===== src/rtl/irtx_pkg.sv =====
package irtx_pkg;
   localparam int ADDR_W = 3;

   typedef enum logic [ADDR_W-1:0] {
      A_CTRL  = 3'd0,
      A_APLEN = 3'd1,
      A_DBLEN = 3'd2,
      A_IEN   = 3'd3,
      A_FLAG  = 3'd4
   } reg_addr_e;

   localparam int B_RUN     = 0;
   localparam int B_ONESHOT = 1;
   localparam int B_BUFEN   = 2;
   localparam int B_INV     = 3;
   localparam int B_SWRST   = 4;

   localparam int N_FLAG = 2;
   localparam int F_AP   = 0;
   localparam int F_DB   = 1;

   typedef struct packed {
      logic invert;
      logic buf_en;
      logic one_shot;
      logic run;
   } ctrl_t;
endpackage


===== src/rtl/irtx_regs.sv =====
module irtx_regs
   import irtx_pkg::*;
#(
   parameter int CNT_W   = 16,
   parameter bit HAS_BUF = 1'b1
) (
   input  logic                   clk,
   input  logic                   rst_n,
   input  logic                   wr_en,
   input  logic [ADDR_W-1:0]      wr_addr,
   input  logic [CNT_W-1:0]       wr_data,
   input  logic                   db_hit,
   input  logic                   stop_req,
   output ctrl_t                  ctrl,
   output logic                   sw_rst,
   output logic [CNT_W-1:0]       ap_cmp,
   output logic [CNT_W-1:0]       db_cmp,
   output logic                   ap_busy,
   output logic                   db_busy,
   output logic [N_FLAG-1:0]      ien,
   output logic [N_FLAG-1:0]      flag_clr
);
   logic sel_ctrl, sel_ap, sel_db, sel_ien, sel_flag;
   logic [CNT_W-1:0] ap_reg, db_reg;

   assign sel_ctrl = wr_en && (wr_addr == A_CTRL);
   assign sel_ap   = wr_en && (wr_addr == A_APLEN);
   assign sel_db   = wr_en && (wr_addr == A_DBLEN);
   assign sel_ien  = wr_en && (wr_addr == A_IEN);
   assign sel_flag = wr_en && (wr_addr == A_FLAG);

   assign sw_rst   = sel_ctrl && wr_data[B_SWRST];
   assign flag_clr = sel_flag ? wr_data[N_FLAG-1:0] : '0;

   // control: hardware stop has priority over a software run write
   always_ff @(posedge clk or negedge rst_n) begin
      if (!rst_n) begin
         ctrl <= '0;
      end else begin
         if (sel_ctrl) begin
            ctrl.run      <= wr_data[B_RUN] && !wr_data[B_SWRST];
            ctrl.one_shot <= wr_data[B_ONESHOT];
            ctrl.buf_en   <= wr_data[B_BUFEN];
            ctrl.invert   <= wr_data[B_INV];
         end
         if (stop_req) ctrl.run <= 1'b0;
      end
   end

   always_ff @(posedge clk or negedge rst_n) begin
      if (!rst_n) begin
         ap_reg <= '0;
         db_reg <= '0;
         ien    <= '0;
      end else begin
         if (sel_ap)  ap_reg <= wr_data;
         if (sel_db)  db_reg <= wr_data;
         if (sel_ien) ien    <= wr_data[N_FLAG-1:0];
      end
   end

   generate
      if (HAS_BUF) begin : g_buf
         logic [CNT_W-1:0] ap_sh, db_sh;
         logic             ap_bsy, db_bsy;
         logic             load;

         // reload at end of symbol, track registers while stopped
         assign load = db_hit || !ctrl.run;

         always_ff @(posedge clk or negedge rst_n) begin
            if (!rst_n) begin
               ap_sh <= '0;
               db_sh <= '0;
            end else if (sw_rst) begin
               ap_sh <= '0;
               db_sh <= '0;
            end else if (load) begin
               ap_sh <= ap_reg;
               db_sh <= db_reg;
            end
         end

         always_ff @(posedge clk or negedge rst_n) begin
            if (!rst_n) begin
               ap_bsy <= 1'b0;
               db_bsy <= 1'b0;
            end else if (sw_rst || !ctrl.buf_en) begin
               ap_bsy <= 1'b0;
               db_bsy <= 1'b0;
            end else begin
               if (sel_ap)    ap_bsy <= 1'b1;
               else if (load) ap_bsy <= 1'b0;
               if (sel_db)    db_bsy <= 1'b1;
               else if (load) db_bsy <= 1'b0;
            end
         end

         assign ap_cmp  = ctrl.buf_en ? ap_sh : ap_reg;
         assign db_cmp  = ctrl.buf_en ? db_sh : db_reg;
         assign ap_busy = ap_bsy;
         assign db_busy = db_bsy;
      end else begin : g_direct
         assign ap_cmp  = ap_reg;
         assign db_cmp  = db_reg;
         assign ap_busy = 1'b0;
         assign db_busy = 1'b0;
      end
   endgenerate
endmodule


===== src/rtl/irtx_counter.sv =====
module irtx_counter #(
   parameter int CNT_W = 16
) (
   input  logic             clk,
   input  logic             rst_n,
   input  logic             run,
   input  logic             one_shot,
   input  logic             tick,
   input  logic             sw_rst,
   input  logic [CNT_W-1:0] ap_cmp,
   input  logic [CNT_W-1:0] db_cmp,
   output logic [CNT_W-1:0] cnt,
   output logic             ap_hit,
   output logic             db_hit,
   output logic             stop_req,
   output logic             active
);
   logic adv;
   logic phase;

   assign adv      = run && tick;
   assign ap_hit   = adv && (cnt == ap_cmp);
   assign db_hit   = adv && (cnt == db_cmp);
   assign stop_req = db_hit && one_shot;

   always_ff @(posedge clk or negedge rst_n) begin
      if (!rst_n) begin
         cnt   <= '0;
         phase <= 1'b1;
      end else if (sw_rst || !run) begin
         cnt   <= '0;
         phase <= 1'b1;
      end else if (db_hit) begin
         cnt   <= '0;
         phase <= 1'b1;
      end else if (adv) begin
         cnt <= cnt + 1'b1;
         if (ap_hit) phase <= 1'b0;
      end
   end

   assign active = run && phase;
endmodule


===== src/rtl/irtx_irq.sv =====
module irtx_irq #(
   parameter int N = 2
) (
   input  logic         clk,
   input  logic         rst_n,
   input  logic [N-1:0] set,
   input  logic [N-1:0] clr,
   input  logic [N-1:0] ien,
   input  logic         sw_rst,
   output logic [N-1:0] flags,
   output logic         irq
);
   for (genvar i = 0; i < N; i++) begin : g_flag
      logic f;
      always_ff @(posedge clk or negedge rst_n) begin
         if (!rst_n)      f <= 1'b0;
         else if (sw_rst) f <= 1'b0;
         else if (set[i]) f <= 1'b1;
         else if (clr[i]) f <= 1'b0;
      end
      assign flags[i] = f;
   end

   assign irq = |(flags & ien);
endmodule


===== src/rtl/irtx_envgen.sv =====
module irtx_envgen
   import irtx_pkg::*;
#(
   parameter int CNT_W   = 16,
   parameter bit HAS_BUF = 1'b1
) (
   input  logic             clk,
   input  logic             rst_n,
   input  logic             tick,
   input  logic             wr_en,
   input  logic [2:0]       wr_addr,
   input  logic [CNT_W-1:0] wr_data,
   output logic             data_out,
   output logic             irq,
   output logic             running,
   output logic             ap_busy,
   output logic             db_busy,
   output logic             ap_flag,
   output logic             db_flag
);
   generate
      if (CNT_W < 5 || CNT_W > 32) begin : g_bad_width
         $error("irtx_envgen: CNT_W must lie in 5..32");
      end
   endgenerate

   ctrl_t             ctrl;
   logic              sw_rst;
   logic [CNT_W-1:0]  ap_cmp, db_cmp;
   logic [CNT_W-1:0]  cnt;
   logic              ap_hit, db_hit, stop_req, active;
   logic              one_shot;
   logic [N_FLAG-1:0] ien, flag_clr, flag_set, flags;

   irtx_regs #(.CNT_W(CNT_W), .HAS_BUF(HAS_BUF)) u_regs (
      .clk      (clk),
      .rst_n    (rst_n),
      .wr_en    (wr_en),
      .wr_addr  (wr_addr),
      .wr_data  (wr_data),
      .db_hit   (db_hit),
      .stop_req (stop_req),
      .ctrl     (ctrl),
      .sw_rst   (sw_rst),
      .ap_cmp   (ap_cmp),
      .db_cmp   (db_cmp),
      .ap_busy  (ap_busy),
      .db_busy  (db_busy),
      .ien      (ien),
      .flag_clr (flag_clr)
   );

   assign one_shot = ctrl.one_shot;

   irtx_counter #(.CNT_W(CNT_W)) u_cnt (
      .clk      (clk),
      .rst_n    (rst_n),
      .run      (ctrl.run),
      .one_shot (one_shot),
      .tick     (tick),
      .sw_rst   (sw_rst),
      .ap_cmp   (ap_cmp),
      .db_cmp   (db_cmp),
      .cnt      (cnt),
      .ap_hit   (ap_hit),
      .db_hit   (db_hit),
      .stop_req (stop_req),
      .active   (active)
   );

   assign flag_set[F_AP] = ap_hit;
   assign flag_set[F_DB] = db_hit;

   irtx_irq #(.N(N_FLAG)) u_irq (
      .clk    (clk),
      .rst_n  (rst_n),
      .set    (flag_set),
      .clr    (flag_clr),
      .ien    (ien),
      .sw_rst (sw_rst),
      .flags  (flags),
      .irq    (irq)
   );

   assign ap_flag  = flags[F_AP];
   assign db_flag  = flags[F_DB];
   assign running  = ctrl.run;
   assign data_out = ctrl.invert ^ active;
endmodule


===== config.mk =====
export PLATFORM = sky130hd
export DESIGN_NAME = irtx_envgen
export DESIGN_NICKNAME = d
export VERILOG_FILES = /design/src/rtl/irtx_pkg.sv /design/src/rtl/irtx_regs.sv /design/src/rtl/irtx_counter.sv /design/src/rtl/irtx_irq.sv /design/src/rtl/irtx_envgen.sv
export SDC_FILE = /design/constraint.sdc
export NUM_CORES = 1
export LEC_CHECK = 0
export BUFFER_PORTS_ARGS = -buffer_cell sky130_fd_sc_hd__buf_2
export CORE_ASPECT_RATIO = 0.75
export CORE_UTILIZATION = 34
export DETAILED_ROUTE_END_ITERATION = 8
export PLACE_DENSITY = 0.59
export SETUP_SLACK_MARGIN = 0.15
export SLEW_MARGIN = 0
export SYNTH_ARGS = -nofsm -noshare
export SYNTH_HDL_FRONTEND = slang
export SYNTH_SLANG_ARGS = --single-unit
export TNS_END_PERCENT = 1

===== constraint.sdc =====
create_clock -name clk -period 1.93 [get_ports clk]
set_input_delay 0.386 -clock clk [delete_from_list [all_inputs] [get_ports clk]]
set_output_delay 0.386 -clock clk [all_outputs]
set_load 0.03 [all_outputs]

* Word-level counts from Yosys, hierarchy flattened *
Index checks and enable logic that the tools add are counted.

storage, ports and cells
  output and inout bits = 7
  flip-flop bits (word level) = 91

cells by class
  reduce and logical (&&, ||, !) cells = 29
  bitwise gates (word level) = 2
  add/sub/neg operators = 1
  equality and inequality tests = 6
  multiplexer cells = 27

operators with widths
  cell                                                  number
  two-way mux 16 bit                                    9
  equality test 16 bit                                  2
  nonzero test 3 bit                                    6
  two-way mux 1 bit                                     17
  adder 16 x 1 -> 16 bit (second input constant)        1
  logical AND 1 bit                                     12
  equality test 3 x 2 -> 1 bit (second input constant)  2
  nonzero test 2 bit                                    2
  equality test 3 x 1 -> 1 bit (second input constant)  1
  equality test 3 bit (second input constant)           1
  zero test 1 bit                                       3
  zero test 3 bit                                       1
  logical OR 1 bit                                      3
  bitwise AND 2 bit                                     1
  two-way mux 2 bit                                     1
  AND reduction 2 bit                                   1
  OR reduction 2 bit                                    1
  XOR 1 bit                                             1

* Logic depth before layout (Yosys ltp) *
Gate-level depths: netlist of the first run.

  depth after elaboration = 7
  gate-level depth with buffers = 9
  mapped depth without buffers = 6

* By module *
Synthesis of the first run repeated with hierarchy kept, for this count alone.

second synthesis, totals
  cell total of the unflattened synthesis = 419
  area, all modules = 4824.6 um2

modules (own cells, without submodules)
  module        cells each  times used  area an instance (um2)
  irtx_regs     273         1           3430.8
  irtx_counter  134         1           1281.2
  irtx_irq      11          1           103.8
  irtx_envgen   1           1           8.8

* Worst setup path before layout of the first run *
Ideal clock, no wire load.

  path kind = register to register
  start point = register u_regs.ctrl[0] (netlist name)
  end point = register u_regs.g_buf.ap_sh[10]
  arrival time = 2055 ps
  stages on the path, launching flop included = 9
  setup slack = -205 ps
  library setup time = 79 ps
  cells stage by stage = dfrtp_1 > buf_2 > nand3_1 > mux2_2 > nor4_1 > nand4_2 > nand2_4 > buf_8 > mux2i_1

between the ends
  longest elaborated chain between the ends = 4

RTL lines
  item                                   line                source
  logical AND 1 bit                      irtx_counter.sv:21  assign adv = run && tick;
  logical AND 1 bit                      irtx_counter.sv:23  assign db_hit = adv && (cnt == db_cmp);
  logical OR 1 bit *                     irtx_regs.sv:69     assign load = db_hit || !ctrl.run;
  nonzero test 2 bit (no source line) *  --
  end signal: assignment                 irtx_regs.sv:79     ap_sh <= ap_reg;
  end: declaration                       irtx_regs.sv:64     logic [CNT_W-1:0] ap_sh, db_sh;

Mark *: on every way between the ends. The rest lies on a longest branch, timed or not.
A chain may end at the register's enable or synchronous reset.

* Worst setup path after layout of the first run *
  start point = register u_regs.ctrl[2] (netlist name)
  end point = register u_regs.g_buf.ap_sh[1]

between the ends
  longest elaborated chain between the ends = 5

RTL lines
  item                                 line                source
  two-way mux 16 bit                   irtx_regs.sv:100    assign db_cmp = ctrl.buf_en ? db_sh : db_reg;
  equality test 16 bit                 irtx_counter.sv:23
  logical AND 1 bit                    irtx_counter.sv:23
  logical OR 1 bit                     irtx_regs.sv:69
  nonzero test 2 bit (no source line)  --

Every way passes these cells.

==> impl_metrics.env, run 1 <==
export IMPL_drt_antenna_violating_nets=0
export IMPL_syn_avg_cell_area_sq_um=11.1
export IMPL_port_buffers=29
export IMPL_num_rows=36
export IMPL_grt_total_usage_pct=16.6
export IMPL_end_kind="register"
export IMPL_start_kind="register"
export IMPL_slowest_stage="dfrtp_2"
export IMPL_min_period_over_period_pct=116
export IMPL_yosys_area_share_simple_pct=13.6
export IMPL_cts_tree="built"
export IMPL_post_route_drc_count=0
export IMPL_io_pin_count=30
export IMPL_cts_root_buf="clkbuf_16"
export IMPL_synthCells=419
export IMPL_worstPathArrival_ns=2.51
export IMPL_synth_top_area_share_pct=48.5
export IMPL_yosysSeqAreaShare_pct=49.0
export IMPL_finalMaxSlewViolations=0
export IMPL_max_vdd_ir_drop_uv=630
export IMPL_grt_pass1_vias=3283
export IMPL_synth_edf_count=0
export IMPL_chipHeight_um=103
export IMPL_violations="setup timing"
export IMPL_hpwl_um=7840
export IMPL_syn_area_sq_um=4650
export IMPL_synth_mux_area_share_pct=22.3
export IMPL_critical_path_class="register to register"
export IMPL_power_leakage_uw=0.00286
export IMPL_initial_utilization_pct=35.3
export IMPL_outcome="complete, but fails checks"
export IMPL_antenna_found_initial=0
export IMPL_cts_buffers=9
export IMPL_final_nets=513
export IMPL_synth_area_leaders="dfrtp_1 48%, mux2i_1 14%, mux2_2 8.5%, nand2_1 6.6%, xnor2_1 4.3%"
export IMPL_setup_viol=54
export IMPL_grt_ovfl_total=0
export IMPL_synth_xor_area_share_pct=8.67
export IMPL_cp_slowest_stage_delay_ns=0.43
export IMPL_place_ws_ns=-0.535
export IMPL_cp_required_ns=2.19
export IMPL_yosysTopAreaCell="dfrtp_1"
export IMPL_p_total_uw=6030
export IMPL_finClkSkew_ns=0.00502
export IMPL_min_path_type="input pin to register"
export IMPL_clockBufferDepth=2
export IMPL_wl_um=11100
export IMPL_antennaDiodeCount=0
export IMPL_critPathMaxFanout=13
export IMPL_grt_pass1_wl_um=17600
export IMPL_maxSlewHeadroom_pct=69.8
export IMPL_hold_viol_final=0
export IMPL_fmax_ghz=0.445
export IMPL_path_clk_slew_ns=0.06
export IMPL_synth_top_family_by_area="multiplexers"
export IMPL_die_w_um=137
export IMPL_h_tree_depth=3
export IMPL_cp_buffers_inverters=2
export IMPL_maxCapViolations=0
export IMPL_drive_gt1_share_pct=32.0
export IMPL_synth_warnings=0
export IMPL_dieArea_sq_um=14100
export IMPL_powerDensity_nw_per_um2=1030
export IMPL_vias=3307
export IMPL_post_route_util_pct=44.7
export IMPL_path_delay_family="simple AND/OR/NAND/NOR gates"
export IMPL_grt_max_degree=40
export IMPL_holdWs_ns=0.287
export IMPL_syn2layout_area_growth_pct=26.4
export IMPL_synthAdderAreaFrac_pct=0.269
export IMPL_synth_compound_area_share_pct=2.56
export IMPL_insertion_delay_ns=0.34
export IMPL_ys_seq_elements=91
export IMPL_synth_top_flop_cell="dfrtp_1"
export IMPL_dr_pass1_iters=5
export IMPL_worstMarginPinSlew_ns=0.440
export IMPL_coreArea_sq_um=13200
export IMPL_synthArstFlopShare_pct=100
export IMPL_clock_sinks=91
export IMPL_path_cells="buf_12 -> mux2i_2 -> xnor2_1 -> nor4_2 -> nand4_2 -> nand2_4 -> buf_12 -> mux2i_1"
export IMPL_synthTopCellsByCount="90 x dfrtp_1, 82 x nand2_1, 64 x mux2i_1, 35 x mux2_2"
export IMPL_place_congestion=0.789
export IMPL_via_per_inst=4.98
export IMPL_syn_nets=443
export IMPL_fin_ws_ns=-0.316
export IMPL_crit_top_cell="buf_12"
export IMPL_synth_most_common_cell="dfrtp_1"
export IMPL_drtIter0Drc=144
export IMPL_min_period_ns=2.25
export IMPL_synth_distinct_cells=42
export IMPL_post_drt_wl_per_cell_um=16.8
export IMPL_rsz0062_at_grt="yes"
[through the flow]
step	instance area [sq um]	setup TNS, ns	cells
floorplan	4660	-3.37	419
global placement	5340	-24.90	637
detailed placement	5340	-25.43	637
CTS	5720	-11.80	655
global route	5870	-19.57	664
finish	5870	-14.74	664
[cell type report]
cell class                      instances  area, sq um
Fill cell                            1231         7280
Multi-Input combinational cell        299         2320
Sequential cell                        91         2280
Timing Repair Buffer                   85          744
Clock buffer                           12          256
Tap cell                              171          214
Clock inverter                          3         46.3
Inverter                                3         11.3
[cell usage in the layout (no fill, tap or decap), types with 2 or more instances in the layout]
cell type / synthesis / routed
dfrtp_1: 90 / 88
nand2_1: 82 / 81
mux2i_1: 64 / 54
buf_4: 1 / 42
mux2_2: 35 / 35
buf_2: 3 / 27
xnor2_1: 23 / 23
xor2_1: 23 / 23
nor2_1: 17 / 17
clkbuf_16: 0 / 11
buf_12: 0 / 10
mux2i_2: 0 / 8
nand3_1: 7 / 7
nand4_1: 6 / 6
and3_1: 5 / 5
nor4_2: 0 / 3
inv_1: 3 / 3
a21oi_1: 3 / 3
mux2i_4: 0 / 2
nor4_1: 6 / 2
nand3b_1: 2 / 2
o2111ai_1: 2 / 2
nand2b_1: 2 / 2
a21boi_0: 2 / 2
a31oi_1: 2 / 2
clkbuf_8: 0 / 2
dfrtp_2: 0 / 2
[report_power, final]
| part | internal [uW] | switching, uW | leakage (uW) |
|---|---|---|---|
| logic | 845 | 797 | 0.00158 |
| registers | 2290 | 286 | 0.00113 |
| clock network | 1070 | 740 | 0.000145 |
| total | 4210 | 1820 | 0.00286 |
[final timing paths]
path	to	slack, ns	from	cells after the start
min in group asynchronous	u_cnt.cnt[2]	0.52	rst_n	2
hold reg to reg	u_cnt.phase	0.48	u_cnt.phase	2
setup / recovery	u_regs.g_buf.ap_sh[1]	-0.32	u_regs.ctrl[2]	8
hold / removal	u_regs.ap_reg[5]	0.29	wr_data[5]	2
max in group asynchronous	u_cnt.phase	0.86	rst_n	3
setup reg to reg	u_regs.g_buf.ap_sh[1]	-0.32	u_regs.ctrl[2]	8
[what timing repair did]
action | 4_1_cts | 5_1_grt
pin swaps | 4 | 3
gates cloned | 0 | 2
gates resized for setup | 11 | 10
hold buffers | 1 | 0
setup endpoints to repair | 54 | 55
endpoints found under the hold margin | 22 | 0
buffers inserted | 2 | 7
[logic make-up (layout without fill, tap and decap cells)]
family | Yosys count | in the layout
simple gates | 137 | 137
mux | 99 | 99
flops | 91 | 91
xor+xnor | 46 | 46
buf+inv | 29 | 103
compound gates | 16 | 16
fa+ha+maj | 1 | 1
[routing by layer]
metal / global-route usage (%) / share of wire, % / vias to the layer above
met5: 0 / 0 / -
met1: 24.4 / 52 / 1681
met2: 24.6 / 44 / 45
li1: - / - / 1576
met3: 4.04 / 3.6 / 5
met4: 4.06 / 0.43 / 0
No activity file was read; power rests on OpenSTA's default activity.
==> inputs of run 2 (changes only) <==
--- a/config.mk
+++ b/config.mk
@@ -5,11 +5,10 @@
 export SDC_FILE = /design/constraint.sdc
 export NUM_CORES = 1
 export LEC_CHECK = 0
-export BUFFER_PORTS_ARGS = -buffer_cell sky130_fd_sc_hd__buf_2
+export BUFFER_PORTS_ARGS = -buffer_cell sky130_fd_sc_hd__buf_4
 export CORE_ASPECT_RATIO = 0.75
 export CORE_UTILIZATION = 34
 export DETAILED_ROUTE_END_ITERATION = 8
-export PLACE_DENSITY = 0.59
 export SETUP_SLACK_MARGIN = 0.15
 export SLEW_MARGIN = 0
 export SYNTH_ARGS = -nofsm -noshare
==> run 2 against run 1 <==
Net effect: the run still ends with setup timing left; setup slack better by 0.074 ns; first-iteration DRC count up 8.3%; worst hold slack worse by 0.016 ns; largest cell class unchanged; highest routed layer unchanged; sequential power about the same; largest power group unchanged; power down 3.5%; utilization down 0.37 points; register-to-register slack better by 0.07 ns; sequential share of layout area up 0.33 points.
==> impl_metrics.env, run 2 (same netlist as run 1, synthesis figures left out) <==
export IMPL_outcome="complete, but fails checks"
export IMPL_violations="setup timing"
export IMPL_grt_pass1_vias=3358
export IMPL_fmax_ghz=0.460
export IMPL_clock_sinks=91
export IMPL_power_leakage_uw=0.00283
export IMPL_internal_power_uw=4010
export IMPL_p_total_uw=5820
export IMPL_drt_antenna_violating_nets=0
export IMPL_num_rows=36
export IMPL_fin_ws_ns=-0.242
export IMPL_h_tree_depth=3
export IMPL_io_pin_count=30
export IMPL_cp_required_ns=2.21
export IMPL_hold_viol_final=0
export IMPL_setup_viol=54
export IMPL_use_met3_pct=4.43
export IMPL_critical_path_class="register to register"
export IMPL_max_vdd_ir_drop_uv=602
export IMPL_met2_usage_pct=26.9
export IMPL_port_buffers=29
export IMPL_via_per_inst=4.98
export IMPL_clockBufferDepth=2
export IMPL_drtIter0Drc=156
export IMPL_swShare_pct=31.1
export IMPL_path_cells="buf_12 -> mux2i_2 -> xnor2_1 -> nor4_2 -> nand4_2 -> buf_4 -> nand3_1 -> buf_12 -> o21bai_1"
export IMPL_cp_slowest_stage_delay_ns=0.46
export IMPL_finClkSkew_ns=0.00900
export IMPL_grt_busiest_layer="met2"
export IMPL_grt_ovfl_total=0
export IMPL_crit_top_cell="buf_12"
export IMPL_critPathMaxFanout=15
export IMPL_grt_max_degree=42
export IMPL_hpwl_um=8440
export IMPL_seqPwrFrac_pct=44.5
export IMPL_pwr_share_comb_pct=27.6
export IMPL_cts_buffers=9
export IMPL_dr_pass1_iters=4
export IMPL_finalMaxSlewViolations=0
export IMPL_maxCapViolations=0
export IMPL_final_cell_mix="88 x dfrtp_1, 81 x nand2_1, 69 x buf_4"
export IMPL_min_period_ns=2.17
export IMPL_antennaDiodeCount=0
export IMPL_chipHeight_um=103
export IMPL_grt_total_usage_pct=17.7
export IMPL_start_kind="register"
export IMPL_end_kind="register"
export IMPL_post_route_util_pct=44.3
export IMPL_die_w_um=137
export IMPL_drive_gt1_share_pct=32.0
export IMPL_min_period_over_period_pct=113
export IMPL_place_congestion=0.860
export IMPL_rsz0062_at_grt="yes"
export IMPL_insertion_delay_ns=0.35
export IMPL_grt_met1_usage_pct=25.3
export IMPL_maxSlewHeadroom_pct=72.3
export IMPL_syn2layout_area_growth_pct=25.3
export IMPL_grt_pass1_wl_um=18500
export IMPL_switching_power_uw=1810
export IMPL_cts_root_buf="clkbuf_16"
export IMPL_slowest_stage="dfrtp_2"
export IMPL_final_nets=510
export IMPL_worstPathArrival_ns=2.45
export IMPL_vias=3295
export IMPL_post_route_drc_count=0
export IMPL_worstMarginPinSlew_ns=0.410
export IMPL_cts_tree="built"
export IMPL_path_clk_slew_ns=0.07
export IMPL_final_common_cell="dfrtp_1"
export IMPL_powerDensity_nw_per_um2=1000
export IMPL_antenna_found_initial=0
export IMPL_coreArea_sq_um=13200
export IMPL_initial_utilization_pct=35.3
export IMPL_clockPowerShare_pct=27.9
export IMPL_wl_um=11400
export IMPL_dieArea_sq_um=14100
export IMPL_post_drt_wl_per_cell_um=17.2
export IMPL_min_path_type="input pin to register"
[run 2: cell count changes in the layout (fill, tap and decap cells not counted), sizes merged]
| cell | previous run | this run |
|---|---|---|
| inv | 4 | 5 |
| bufinv | 1 | 0 |
| clkbuf | 15 | 11 |
| clkinvlp | 1 | 0 |
| clkinv | 0 | 3 |
[run 2: power groups by stage]
stage                     Sequential (uW)  Clock (uW)  Combinational (uW)
after floorplan                      2500           0                1050
after global placement               2580           0                1470
after detailed placement             2600           0                1520
after CTS                            2580        1670                1570
after global routing                 2640        1750                1760
final                                2590        1620                1610
[run 2: area by class of cell]
type	count	area, sq um
tap	171	214
fill	1273	7330
sequential	91	2280
clock inverter	5	36.3
multi-input combinational	299	2310
timing repair buffer	82	742
inverter	3	11.3
clock buffer	11	233
[run 2: metrics by stage]
| stage | cells | hold slack, ns | setup slack (ns) | setup TNS, ns | cell area [sq um] |
|---|---|---|---|---|---|
| after floorplan | 419 | 0.0904 | -0.0847 | -3.37 | 4660 |
| after global placement | 643 | 0.288 | -0.286 | -11.29 | 5430 |
| after detailed placement | 643 | 0.286 | -0.393 | -16.10 | 5430 |
| after CTS | 661 | 0.266 | -0.246 | -11.16 | 5760 |
| after global routing | 662 | 0.266 | -0.346 | -16.48 | 5830 |
| final | 662 | 0.271 | -0.242 | -10.62 | 5830 |
[run 2: path summary, 6_finish.rpt]
path,from,depth (start not counted),endpoint,slack (ns)
max,u_regs.ctrl[2],9,u_cnt.phase,-0.24
min,wr_data[11],2,u_regs.ap_reg[11],0.27
max reg2reg,u_regs.ctrl[2],9,u_cnt.phase,-0.24
min reg2reg,u_cnt.phase,2,u_cnt.phase,0.49
max in group asynchronous,rst_n,3,u_regs.g_buf.db_sh[5],0.88
min in group asynchronous,rst_n,2,u_regs.ctrl[0],0.47
[run 2: timing repair]
action                     4_1_cts  5_1_grt
pin swaps                        5        6
gates resized for setup         10       14
hold endpoints to repair        16        0
setup endpoints to repair       55       55
hold buffers                     1        0
cloned                           0        0
buffers inserted                 1        1
[run 2: critical path, delay by kind of cell (launching register included)]
family	cells	cell delay (ns)
xor gates and xnor gates	1	0.11
muxes	1	0.25
DFF	1	0.46
buffers and inverters	3	0.50
AOI/OAI and AO/OA	1	0.11
and+or+nand+nor	3	0.67
[run 2: metal layers]
metal	wire [um]	up-vias
li1	-	1569
met1	5540	1656
met2	5190	56
met3	545	14
met4	114	0
met5	0	-
